--- config.mk ---
export PLATFORM = sky130hd
export DESIGN_NAME = nvmw_engine
export DESIGN_NICKNAME = d
export VERILOG_FILES = /design/src/rtl/nvmw_pkg.sv /design/src/rtl/nvmw_cmd_seq.sv /design/src/rtl/nvmw_status_eval.sv /design/src/rtl/nvmw_timeout.sv /design/src/rtl/nvmw_engine.sv
export SDC_FILE = /design/constraint.sdc
export NUM_CORES = 1
export LEC_CHECK = 0
export ABC_AREA = 1
export BUFFER_PORTS_ARGS = -buffer_cell sky130_fd_sc_hd__buf_2
export CORE_AREA = 2 2 82 84
export CTS_CLUSTER_DIAMETER = 30
export DETAILED_ROUTE_END_ITERATION = 6
export DIE_AREA = 0 0 84 86
export PLACE_DENSITY = 0.74
export SLEW_MARGIN = 20
export SYNTH_ARGS = -nofsm -noshare
export SYNTH_HDL_FRONTEND = slang
export SYNTH_SLANG_ARGS = --single-unit
--- constraint.sdc ---
create_clock -name clk -period 1.54 [get_ports clk]
set_input_delay 0.308 -clock clk [delete_from_list [all_inputs] [get_ports clk]]
set_output_delay 0.308 -clock clk [all_outputs]
set_load 0.01 [all_outputs]
--- src/rtl/nvmw_pkg.sv ---
package nvmw_pkg;

  typedef enum logic [1:0] {
    OP_PROG = 2'b00,
    OP_SECT = 2'b01,
    OP_CHIP = 2'b10
  } nvm_op_e;

  typedef enum logic [1:0] {
    S_IDLE = 2'b00,
    S_WR   = 2'b01,
    S_RD   = 2'b10,
    S_EV   = 2'b11
  } nvm_state_e;

  localparam logic [15:0] UNLOCK_A = 16'h5555;
  localparam logic [15:0] UNLOCK_B = 16'h2AAA;
  localparam logic [7:0]  KEY_A    = 8'hAA;
  localparam logic [7:0]  KEY_B    = 8'h55;
  localparam int          CONFIRM_READS = 2;

  // raw two-bit code to operation; both codes with bit 1 set select chip erase
  function automatic nvm_op_e decode_op(input logic [1:0] raw);
    if (raw[1])      return OP_CHIP;
    else if (raw[0]) return OP_SECT;
    else             return OP_PROG;
  endfunction

  function automatic logic [2:0] seq_len(input nvm_op_e op);
    return (op == OP_PROG) ? 3'd4 : 3'd6;
  endfunction

  // code written in the third cycle
  function automatic logic [7:0] setup_code(input nvm_op_e op);
    return (op == OP_PROG) ? 8'hA0 : 8'h80;
  endfunction

  // code written in the last cycle of an erase
  function automatic logic [7:0] erase_code(input nvm_op_e op);
    return (op == OP_SECT) ? 8'h30 : 8'h10;
  endfunction

  // value bit 7 holds once the operation is over
  function automatic logic final_b7(input nvm_op_e op, input logic [7:0] data);
    return (op == OP_PROG) ? data[7] : 1'b1;
  endfunction

endpackage

--- src/rtl/nvmw_cmd_seq.sv ---
module nvmw_cmd_seq
  import nvmw_pkg::*;
#(
  parameter int ADDR_W = 18,
  parameter int SECT_W = 12
) (
  input  nvm_op_e           op,
  input  logic [2:0]        idx,
  input  logic [ADDR_W-1:0] target,
  input  logic [7:0]        data,
  output logic [ADDR_W-1:0] cmd_addr,
  output logic [7:0]        cmd_data,
  output logic              last
);

  localparam logic [ADDR_W-1:0] ADR_A = ADDR_W'(UNLOCK_A);
  localparam logic [ADDR_W-1:0] ADR_B = ADDR_W'(UNLOCK_B);

  logic [ADDR_W-1:0] sect_base;

  assign sect_base = {target[ADDR_W-1:SECT_W], {SECT_W{1'b0}}};
  assign last      = (idx == seq_len(op) - 3'd1);

  always_comb begin
    cmd_addr = ADR_A;
    cmd_data = KEY_A;
    case (idx)
      3'd0: begin cmd_addr = ADR_A; cmd_data = KEY_A; end
      3'd1: begin cmd_addr = ADR_B; cmd_data = KEY_B; end
      3'd2: begin cmd_addr = ADR_A; cmd_data = setup_code(op); end
      3'd3: begin
        if (op == OP_PROG) begin cmd_addr = target; cmd_data = data; end
        else               begin cmd_addr = ADR_A;  cmd_data = KEY_A; end
      end
      3'd4: begin cmd_addr = ADR_B; cmd_data = KEY_B; end
      3'd5: begin
        if (op == OP_SECT) cmd_addr = sect_base;
        else               cmd_addr = ADR_A;
        cmd_data = erase_code(op);
      end
      default: begin cmd_addr = ADR_A; cmd_data = KEY_A; end
    endcase
  end

endmodule

--- src/rtl/nvmw_status_eval.sv ---
module nvmw_status_eval (
  input  logic       use_b6,
  input  logic       exp_b7,
  input  logic [7:0] rdata,
  input  logic       prev_b6,
  input  logic       have_prev,
  output logic       complete
);

  always_comb begin
    if (use_b6) complete = have_prev && (rdata[6] == prev_b6);
    else        complete = (rdata[7] == exp_b7);
  end

endmodule

--- src/rtl/nvmw_timeout.sv ---
module nvmw_timeout #(
  parameter int LIMIT = 4096
) (
  input  logic clk,
  input  logic rst_n,
  input  logic clear,
  input  logic count_en,
  output logic expired
);

  localparam int CW = $clog2(LIMIT + 1) + 1;
  localparam logic [CW-1:0] LIM = CW'(LIMIT);

  logic [CW-1:0] cnt_q;

  always_ff @(posedge clk or negedge rst_n) begin
    if (!rst_n)                      cnt_q <= '0;
    else if (clear)                  cnt_q <= '0;
    else if (count_en && cnt_q < LIM) cnt_q <= cnt_q + 1'b1;
  end

  assign expired = (cnt_q >= LIM);

  a_r7_expiry_needs_counting: assert property (@(posedge clk) disable iff (!rst_n)
    $rose(expired) |-> $past(count_en));

endmodule

--- src/rtl/nvmw_engine.sv ---
module nvmw_engine
  import nvmw_pkg::*;
#(
  parameter int ADDR_W    = 18,
  parameter int SECT_W    = 12,
  parameter int TMO_LIMIT = 4096
) (
  input  logic              clk,
  input  logic              rst_n,
  input  logic              req_valid,
  input  logic [1:0]        req_op,
  input  logic [ADDR_W-1:0] req_addr,
  input  logic [7:0]        req_data,
  input  logic              req_poll_b6,
  output logic              busy,
  output logic              done,
  output logic              error,
  output logic              req_drop,
  output logic              bus_wr,
  output logic              bus_rd,
  output logic [ADDR_W-1:0] bus_addr,
  output logic [7:0]        bus_wdata,
  input  logic [7:0]        bus_rdata
);

  localparam logic [1:0] CONF_FULL = 2'(CONFIRM_READS);

  nvm_state_e        state_q;
  nvm_op_e           op_q;
  logic [ADDR_W-1:0] addr_q;
  logic [7:0]        data_q;
  logic              b6_q;
  logic [2:0]        idx_q;
  logic [1:0]        conf_q;
  logic              prev_b6_q;
  logic              have_prev_q;
  logic              done_q, error_q, drop_q;

  // named internal events
  logic              accept;
  logic              seq_last;
  logic              st_complete;
  logic              finish_ok;
  logic              tmo_expired;
  logic [ADDR_W-1:0] cmd_addr;
  logic [7:0]        cmd_data;

  assign accept    = (state_q == S_IDLE) && req_valid;
  assign finish_ok = (state_q == S_EV) && st_complete && (conf_q == CONF_FULL);

  nvmw_cmd_seq #(.ADDR_W(ADDR_W), .SECT_W(SECT_W)) u_seq (
    .op(op_q), .idx(idx_q), .target(addr_q), .data(data_q),
    .cmd_addr(cmd_addr), .cmd_data(cmd_data), .last(seq_last)
  );

  nvmw_status_eval u_eval (
    .use_b6(b6_q), .exp_b7(final_b7(op_q, data_q)), .rdata(bus_rdata),
    .prev_b6(prev_b6_q), .have_prev(have_prev_q), .complete(st_complete)
  );

  nvmw_timeout #(.LIMIT(TMO_LIMIT)) u_tmo (
    .clk(clk), .rst_n(rst_n),
    .clear(state_q == S_WR),
    .count_en((state_q == S_RD) || (state_q == S_EV)),
    .expired(tmo_expired)
  );

  always_ff @(posedge clk or negedge rst_n) begin
    if (!rst_n) begin
      state_q     <= S_IDLE;
      op_q        <= OP_PROG;
      addr_q      <= '0;
      data_q      <= '0;
      b6_q        <= 1'b0;
      idx_q       <= '0;
      conf_q      <= '0;
      prev_b6_q   <= 1'b0;
      have_prev_q <= 1'b0;
      done_q      <= 1'b0;
      error_q     <= 1'b0;
      drop_q      <= 1'b0;
    end else begin
      done_q  <= 1'b0;
      error_q <= 1'b0;
      drop_q  <= req_valid && (state_q != S_IDLE);
      case (state_q)
        S_IDLE: begin
          if (accept) begin
            op_q        <= decode_op(req_op);
            addr_q      <= req_addr;
            data_q      <= req_data;
            b6_q        <= req_poll_b6;
            idx_q       <= '0;
            conf_q      <= '0;
            have_prev_q <= 1'b0;
            state_q     <= S_WR;
          end
        end
        S_WR: begin
          if (seq_last) state_q <= S_RD;
          else          idx_q   <= idx_q + 3'd1;
        end
        S_RD: state_q <= S_EV;
        S_EV: begin
          prev_b6_q   <= bus_rdata[6];
          have_prev_q <= 1'b1;
          if (!st_complete)          conf_q <= '0;
          else if (conf_q != CONF_FULL) conf_q <= conf_q + 2'd1;
          if (finish_ok) begin
            done_q  <= 1'b1;
            state_q <= S_IDLE;
          end else if (tmo_expired) begin
            error_q <= 1'b1;
            state_q <= S_IDLE;
          end else begin
            state_q <= S_RD;
          end
        end
        default: state_q <= S_IDLE;
      endcase
    end
  end

  assign busy      = (state_q != S_IDLE);
  assign done      = done_q;
  assign error     = error_q;
  assign req_drop  = drop_q;
  assign bus_wr    = (state_q == S_WR);
  assign bus_rd    = (state_q == S_RD);
  assign bus_addr  = bus_wr ? cmd_addr : addr_q;
  assign bus_wdata = bus_wr ? cmd_data : 8'h00;

  // command writes come back to back until the sequence ends
  a_r1_writes_back_to_back: assert property (@(posedge clk) disable iff (!rst_n)
    bus_wr && !seq_last |=> bus_wr);
  a_r6_done_after_confirm: assert property (@(posedge clk) disable iff (!rst_n)
    done |-> $past(conf_q) == CONF_FULL);
  a_r7_error_after_expiry: assert property (@(posedge clk) disable iff (!rst_n)
    error |-> $past(tmo_expired));
  a_r8_drop_flagged: assert property (@(posedge clk) disable iff (!rst_n)
    req_valid && busy |=> req_drop);
  a_r8_busy_only_from_request: assert property (@(posedge clk) disable iff (!rst_n)
    $rose(busy) |-> $past(req_valid));
  a_r10_result_ends_busy: assert property (@(posedge clk) disable iff (!rst_n)
    (done || error) |-> !busy);
  a_r10_single_result: assert property (@(posedge clk) disable iff (!rst_n)
    $onehot0({done, error}));

endmodule

Word-level counts from Yosys, hierarchy flattened --
Index checks and enable logic that the tools add are counted.
Storage, ports and cells: register bits after elaboration 55, input bits 40, output and inout port bits 32, logic and storage cells 91
Cells by class: $add $sub $neg 4, $lt $le $gt $ge 2, eq/ne operators 18, mux-type cells 35, reduce and logical (&&, ||, !) cells 19
Operators by type and width (number):
- $mux W18 | 3
- $pmux W18 S3 | 1
- $pmux W8 S4 | 1
- $mux W14 | 2
- $mux W2 | 9
- $mux W8 | 2
- $add A14 B1 Y14 const B | 1
- $ge A14 B13 Y1 const B | 1
- $lt A14 B13 Y1 const B | 1
- $mux W6 | 2
- $mux W1 | 9
- $pmux W2 S4 | 1
- $reduce_bool A2 Y1 | 4
- $eq A2 B2 Y1 const B | 3
- $eq A3 B2 Y1 const B | 2
- $eq A3 B3 Y1 const B | 2
- $logic_and A1 B1 Y1 | 6
- $mux W3 | 2
- $ne A2 B2 Y1 const B | 3
- $pmux W3 S2 | 1
- $reduce_and A2 Y1 | 3
- $reduce_and A3 Y1 | 2
- $eq A2 B1 Y1 const B | 2
- $logic_not A2 Y1 | 2
- other kinds (12) | 13

Logic depth before layout (Yosys ltp) --
Gate-level depths: netlist of run 1.
word-level depth 8, gate-level depth with buffers 10, depth with buffers taken out 10

By module --
From an unflattened synthesis of run 1, not the netlist that was laid out.
Second synthesis, totals: cells, all modules 484, area total of the unflattened synthesis 3298.2 um2
Modules (own cells, without submodules):
- nvmw_engine | times used 1, cells each 274, area an instance 2048.2 um2, seq. area each 1026.0 um2
- nvmw_timeout | times used 1, cells each 102, area an instance 778.2 um2, seq. area each 350.3 um2
- nvmw_cmd_seq | times used 1, cells each 94, area an instance 416.6 um2, seq. area each 0.0 um2
- nvmw_status_eval | times used 1, cells each 14, area an instance 55.1 um2, seq. area each 0.0 um2

Worst setup path after synthesis of run 1 --
No wires, ideal clock.
path kind register to output, from register state_q[1], to output bus_addr[13], arrival 1.503 ns, required time 1.232 ns, setup slack -0.271 ns, cell stages (with the launch flop) 7, path buffers 1, path through dfrtp_1 inv_1 ha_1 buf_2 inv_2 nor3_1 o21ai_0
On the way: cells in the longest elaborated chain, start to end 2
Ends and longest elaborated chain:
- start: declaration | line nvmw_engine.sv:28 | nvm_state_e state_q;
- start signal: assignment | line nvmw_engine.sv:70 | state_q <= S_IDLE;
- start signal: assignment | line nvmw_engine.sv:96 | state_q <= S_WR;
- start signal: assignment | line nvmw_engine.sv:100 | if (seq_last) state_q <= S_RD;
- $eq A2 B1 Y1 | line nvmw_engine.sv:128 | assign bus_wr = (state_q == S_WR);
- via bus_wr | line nvmw_engine.sv:19 | output logic bus_wr,
- $mux W18 | line nvmw_engine.sv:130 | assign bus_addr = bus_wr ? cmd_addr : addr_q;
- end: declaration | line nvmw_engine.sv:21 | output logic [ADDR_W-1:0] bus_addr,
The timed path passes the listed nets, and every way through them passes these cells.

Worst setup path after layout of run 1 --
from register idx_q[0], to output bus_wdata[4]
On the way: cells in the longest elaborated chain, start to end 4, elaborated cells on any way between the ends 8, classes of those cells 5 x eq/ne; 2 x mux; 1 x reduce/logical
Ends and longest elaborated chain:
- start: declaration | line nvmw_engine.sv:33 | logic [2:0] idx_q;
- start signal: assignment | line nvmw_engine.sv:101 | else idx_q <= idx_q + 3'd1;
- $eq A3 B1 Y1 / $eq A3 B3 Y1 (equally long branches) | line nvmw_cmd_seq.sv:27 | case (idx)
- $reduce_or A2 Y1 (no source line)
- $pmux W8 S4 (*) | line nvmw_cmd_seq.sv:27
- $mux W8 (*) | line nvmw_engine.sv:131 | assign bus_wdata = bus_wr ? cmd_data : 8'h00;
- end: declaration | line nvmw_engine.sv:22 | output logic [7:0] bus_wdata,
Every way passes the cells marked *; elsewhere a longest branch is shown, timed or not.

==> results of run 1 <==
[area by class of cell]
cell class | count | area share, %
tap | 77 | 2.20
clock buffer | 8 | 2.29
timing repair buffer | 120 | 20.7
sequential | 55 | 31.6
multi-input combinational | 280 | 39.2
inverter | 45 | 4.03
[kinds of logic after synthesis]
logic type	after synthesis	share of synthesized area [%]
adder cells (fa/ha/maj)	11	4.68
AO/OA/AOI/OAI	64	11.4
buffers and inverters	55	7.11
AND/OR/NAND/NOR	204	29.7
flip-flops	55	46.8
XOR/XNOR	1	0.298
[cell usage in the layout (no fill, tap or decap), types with 4 or more instances in the layout]
cell type	instances
nand2_1	123
buf_2	59
dfrtp_1	52
buf_4	36
inv_1	31
nand2_2	18
o21ai_0	18
buf_6	17
nor2_1	16
a21oi_1	12
inv_2	11
o21ai_2	10
o21ai_1	10
nand3_1	9
a21oi_2	8
ha_4	8
clkbuf_8	7
buf_12	7
nor2_4	6
nand4_1	6
nand2_4	5
nor2_2	5
nand3_2	4
[how the worst max path moves through the flow]
stage / start / end / slack, ns
floorplan: idx_q[0] / bus_addr[12] / -0.10
global placement: idx_q[0] / bus_addr[12] / -0.28
detailed placement: idx_q[0] / bus_addr[14] / -0.34
CTS: idx_q[0] / bus_wdata[4] / -0.62
global route: idx_q[1] / bus_addr[8] / -0.71
finish: idx_q[0] / bus_wdata[4] / -0.64
[registers in the layout (all words and copies together) (netlist names), 2 cells and up]
| register | count |
|---|---|
| state_q | 2 |
| u_tmo.cnt_q | 14 |
| op_q | 2 |
| addr_q | 18 |
| idx_q | 3 |
| conf_q | 2 |
| data_q | 8 |
[stage by stage]
| step | util [%] | worst slack (ns) | hold slack [ns] | power [uW] |
|---|---|---|---|---|
| 2_1_floorplan | - | -0.103 | 0.0124 | 4510 |
| 3_3_place_gp | 59.2 | -0.282 | 0.296 | 5850 |
| 3_5_place_dp | 59.2 | -0.338 | 0.298 | 5940 |
| 4_1_cts | 65.1 | -0.618 | 0.177 | 7480 |
| 5_1_grt | 69.7 | -0.711 | 0.178 | 8830 |
| 6_report | 69.7 | -0.643 | 0.178 | 8210 |
[per-layer routing]
metal | vias up | global-route usage (%) | share of wire, %
met3 | 14 | 3.75 | 3.8
li1 | 1473 | - | -
met4 | 0 | 6.01 | 1.6
met2 | 77 | 36.1 | 50
met5 | - | 0 | 0
met1 | 1371 | 28.0 | 45
[critical path, stage by stage (launching register included)]
cell and delay (ns):
dfrtp_2 0.45, ha_4 0.16, ha_4 0.15, inv_4 0.05
buf_6 0.11, nor2_4 0.15, buf_12 0.15, nand2_2 0.05
a21oi_2 0.13, buf_2 0.14
[power by group through the flow]
stage	clock network (uW)	registers (uW)	logic [uW]
after floorplan	0	2240	2270
after global placement	0	2270	3580
after detailed placement	0	2290	3650
after CTS	896	2300	4280
after global routing	969	2380	5480
final	883	2310	5010
[repair_timing]
action,4_1_cts,5_1_grt
endpoints found under the setup margin,36,74
resized for setup,53,55
hold buffers,1,0
endpoints found under the hold margin,17,0
buffers inserted,13,11
pin swaps,17,28
==> flow_summary.yaml, run 1 <==
synthesis:
  netlist_top_cells_area: "dfrtp_1, nand2_1, o21ai_0, inv_1, ha_1"
  synth_common_cells: "nand2_1, dfrtp_1, inv_1"
  yosys.cell_types.count: 28
  syn_inst: 390
  synthArstFlopShare_pct: 100
  yosysWarnings: 0
  synth_nets: 441
  netlist_area_mm2: 0.00294
  seq_area_frac_synth_pct: 46.8
  ys.flop_type: "dfrtp_1"
  synth.most_common_cell: "nand2_1"
  synth.ff_latch_count: 55
  yosysTopAreaCell: "dfrtp_1"
  avgSynthCellArea_um2: 7.54
  synth_edf_count: 0
  synth_top_area_share_pct: 46.8
timing:
  tightest_slew_ns: 0.503
  slew_headroom_pct: 66.5
  fin_crit_sh_pct: 142
  finalSetupViolations: 30
  finalClockSkew_ns: 0.00922
  fmax_mhz: 458
  grt_setup_unrepaired: "yes"
  setup_tns_ns: -15.24
  finalHoldViolCount: 0
  fin_ws_ns: -0.643
  finalCriticalPeriod_ns: 2.18
  final_max_slew_viol_count: 0
placement:
  hpwl_mm: 5.03
  portBuffers: 65
  post-place-cells: 553
  placed_area_mm2: 0.00371
  place.gp.congestion: 0.859
global_routing:
  grt_max_degree: 35
  grt_usage_pct: 21.2
  antenna_found_initial: 0
  overflow: 0
  grt_pass1_wl_mm: 12.6
  grt_pass1_vias: 2743
cts:
  ctsHtreeMaxLevel: 2
  clock-sinks: 55
  clk_pin_slew_worst_paths_ns: 0.09
  clk_path_buf_depth: 2
  cts_buffers: 5
  cts_tree: "yes"
  clk_latency_ns: 0.32
  cts-root-buf: "clkbuf_8"
floorplanning:
  die_area_mm2: 0.00722
  pin_count: 72
  rows: 29
  die_x_um: 84
  coreArea_mm2: 0.00628
  start_util_pct: 46.8
  die_y_um: 86
min_path:
  min_to: "addr_q[12]"
  hold_path_depth: 3
  min_path_type: "in2reg"
  min_from: "req_addr[12]"
status:
  violations: "negative setup slack"
  status: "finished, violations left"
finish:
  fill_cells: 464
  regArea_mm2: 0.00138
  num-nets-final: 558
  drive_gt1_share_pct: 42.9
  multi_input_area_mm2: 0.00171
  area_growth_pct: 48.7
  stdcell_area_mm2: 0.00437
  fin_cells: 585
  n_antenna_cell: 0
route:
  antenna_left: 0
  firstDrtPassIters: 4
  drt-total-wl_mm: 8.02
  drcViolationCount: 0
  num_vias: 2935
  drt_iter0_markers: 124
  vias_per_cell: 5.02
  wl_per_cell_um: 13.7
setup_path:
  worst-path-max-fanout: 9
  required_ns: 1.23
  cp-end-kind: "output port"
  r2r_setup_slack_ns: 0
  reg2reg_from: "op_q[1]"
  crit_type: "reg2out"
  worstRegToRegCells: 10
  critPathLaunchType: "register"
  worst_ep_arrival_time_ns: 1.87
  r2r-end: "state_q[1]"
pwr:
  p_comb_share_pct: 61.1
  p_leak_uw: 0.00229
  power_frac_seq_pct: 28.2
  switching_power_uw: 3550
  peakVddDrop_uv: 1080
  p_int_uw: 4650
  switching_share_pct: 43.3
  pwr-share-clk_pct: 10.8
  powerDensity_mw_per_mm2: 1880
flow_run:
  maxCapViolCount: 0
(Power assumes the default switching activity.)
==> inputs of run 2 (changes only) <==
CORE_AREA = 2 2 80 82   (was 2 2 82 84)
CTS_BUF_LIST = sky130_fd_sc_hd__clkbuf_4   (was not set)
DIE_AREA = 0 0 82 84   (was 0 0 84 86)
PLACE_DENSITY = 0.77   (was 0.74)
==> run 2 against run 1 <==
Against the previous run: the run still ends with negative setup slack left; sequential power rose by 2%; utilization rose by 0.80 points; cell count did not move; critical path depth fell by 1; clock-buffer cell count fell by 1; largest cell class unchanged.
==> flow_summary.yaml, run 2 (synthesis results as in run 1) <==
finish:
  regMostFlops: "addr_q"
  n_antenna_cell: 0
  finalCoreUtilization_pct: 70.5
  num-nets-final: 558
  largest_register_ffs: 18
  fin_cells: 585
  largestRegisters: "addr_q: 18 flops, u_tmo.cnt_q: 14 flops, data_q: 8 flops"
  final_common_cell: "nand2_1"
  drive_gt1_share_pct: 42.5
  mostFrequentLayoutCells: "nand2_1, buf_2, dfrtp_1"
  area_growth_pct: 46.1
global_routing:
  grt_pass1_vias: 2900
  grt_max_degree: 56
  grt_usage_pct: 24.2
  overflow: 0
  grt_pass1_wl_mm: 13.1
  antenna_found_initial: 0
floorplanning:
  die_y_um: 84
  die_area_mm2: 0.00689
  pin_count: 72
  start_util_pct: 48.2
  rows: 29
  die_x_um: 82
  coreArea_mm2: 0.00610
route:
  drt-total-wl_mm: 8.51
  num_vias: 3071
  wl_per_cell_um: 14.5
  drt_iter0_markers: 179
  vias_per_cell: 5.25
  firstDrtPassIters: 5
  drcViolationCount: 0
  antenna_left: 0
cts:
  clk_path_buf_depth: 2
  clk_latency_ns: 0.38
  cts-root-buf: "clkbuf_4"
  clk_pin_slew_worst_paths_ns: 0.16
  cts_tree: "yes"
  cts_buffers: 5
  clock-sinks: 55
  ctsHtreeMaxLevel: 2
pwr:
  peakVddDrop_uv: 1160
  p_leak_uw: 0.00226
  powerDensity_mw_per_mm2: 1860
  p_total_uw: 7980
timing:
  finalSetupViolations: 37
  grt_setup_unrepaired: "yes"
  finalClockSkew_ns: 0.0167
  fmax_mhz: 430
  fin_crit_sh_pct: 151
  finalCriticalPeriod_ns: 2.32
  setup_tns_ns: -19.12
  final_max_slew_viol_count: 0
  slew_headroom_pct: 80.5
  finalHoldViolCount: 0
  tightest_slew_ns: 0.292
  fin_ws_ns: -0.784
setup_path:
  worst-path-max-fanout: 7
  path_delay_family: "flip-flops"
  crit_type: "reg2out"
  crit_path_cell_trace: "ha_4, ha_4, buf_4, a21oi_1, inv_1, a21oi_2, nor2_2, buf_2"
  critPathLaunchType: "register"
  cp-end-kind: "output port"
  crit_buf_inv: 3
  cpPeakStageDelay_ns: 0.50
  cp_common_cell: "ha_4"
  required_ns: 1.23
  worst_ep_arrival_time_ns: 2.02
  slowest_stage: "dfrtp_2"
placement:
  hpwl_mm: 5.15
  portBuffers: 65
  place.gp.congestion: 0.824
  post-place-cells: 554
  pre_cts_slack_ns: -0.334
flow_run:
  maxCapViolCount: 0
status:
  violations: "negative setup slack"
  status: "finished, violations left"
min_path:
  min_path_type: "in2reg"
==> run 2: path summary, 6_finish.rpt <==
check,from,to,slack [ns],depth (start not counted)
worst max register to register,state_q[1],u_tmo.cnt_q[8],-0.05,8
max in group asynchronous,rst_n,idx_q[1],0.83,3
worst min-delay path,req_addr[5],addr_q[5],0.12,3
min in group asynchronous,rst_n,done,0.42,3
worst max-delay path,idx_q[0],bus_addr[12],-0.78,8
worst min register to register,data_q[1],data_q[1],0.50,2
==> run 2: area by class of cell <==
type	instances	area [um2]
Sequential cell	55	1380
Clock buffer	7	52.6
Tap cell	77	96.3
Fill cell	454	1800
Clock inverter	1	5.00
Multi-Input combinational cell	282	1770
Inverter	45	176
Timing Repair Buffer	118	818
==> run 2: timing repair <==
item,CTS,global route
hold buffers,1,0
resized for setup,64,47
endpoints found under the setup margin,38,66
pin swaps,28,21
setup buffers,12,10
hold endpoints to repair,55,0
gates cloned,2,0
==> run 2: per-stage QoR <==
stage	hold slack [ns]	area (um2)
6_report	0.119	4300
5_1_grt	0.0953	4300
4_1_cts	0.102	4090
3_5_place_dp	0.331	3680
3_3_place_gp	0.331	3680
2_1_floorplan	0.0124	3050
==> run 2: where the power goes <==
part / leakage, uW / total [uW] / internal (uW) / switching, uW
combinational: 0.00152 / 4960 / 2200 / 2760
sequential: 0.000701 / 2350 / 1950 / 398
clock: 0.0000361 / 670 / 215 / 455
total: 0.00226 / 7980 / 4360 / 3620
==> run 2: worst reg2reg max path, stage by stage (launching register included) <==
cell     delay (ns)
dfrtp_1        0.42
buf_4          0.13
buf_4          0.13
nand2_2        0.10
nand2_8        0.11
nand3_4        0.09
nor3_4         0.31
and2_4         0.20
nor2_2         0.03
==> run 2: layer usage <==
metal | share of wire, % | GRT usage [%] | vias to the layer above | wire, um
met3 | 5.5 | 4.55 | 25 | 467
met2 | 51 | 40.0 | 121 | 4320
met1 | 41 | 30.9 | 1449 | 3500
met5 | 0 | 0 | - | 0
met4 | 2.6 | 9.09 | 0 | 221
li1 | - | - | 1476 | -
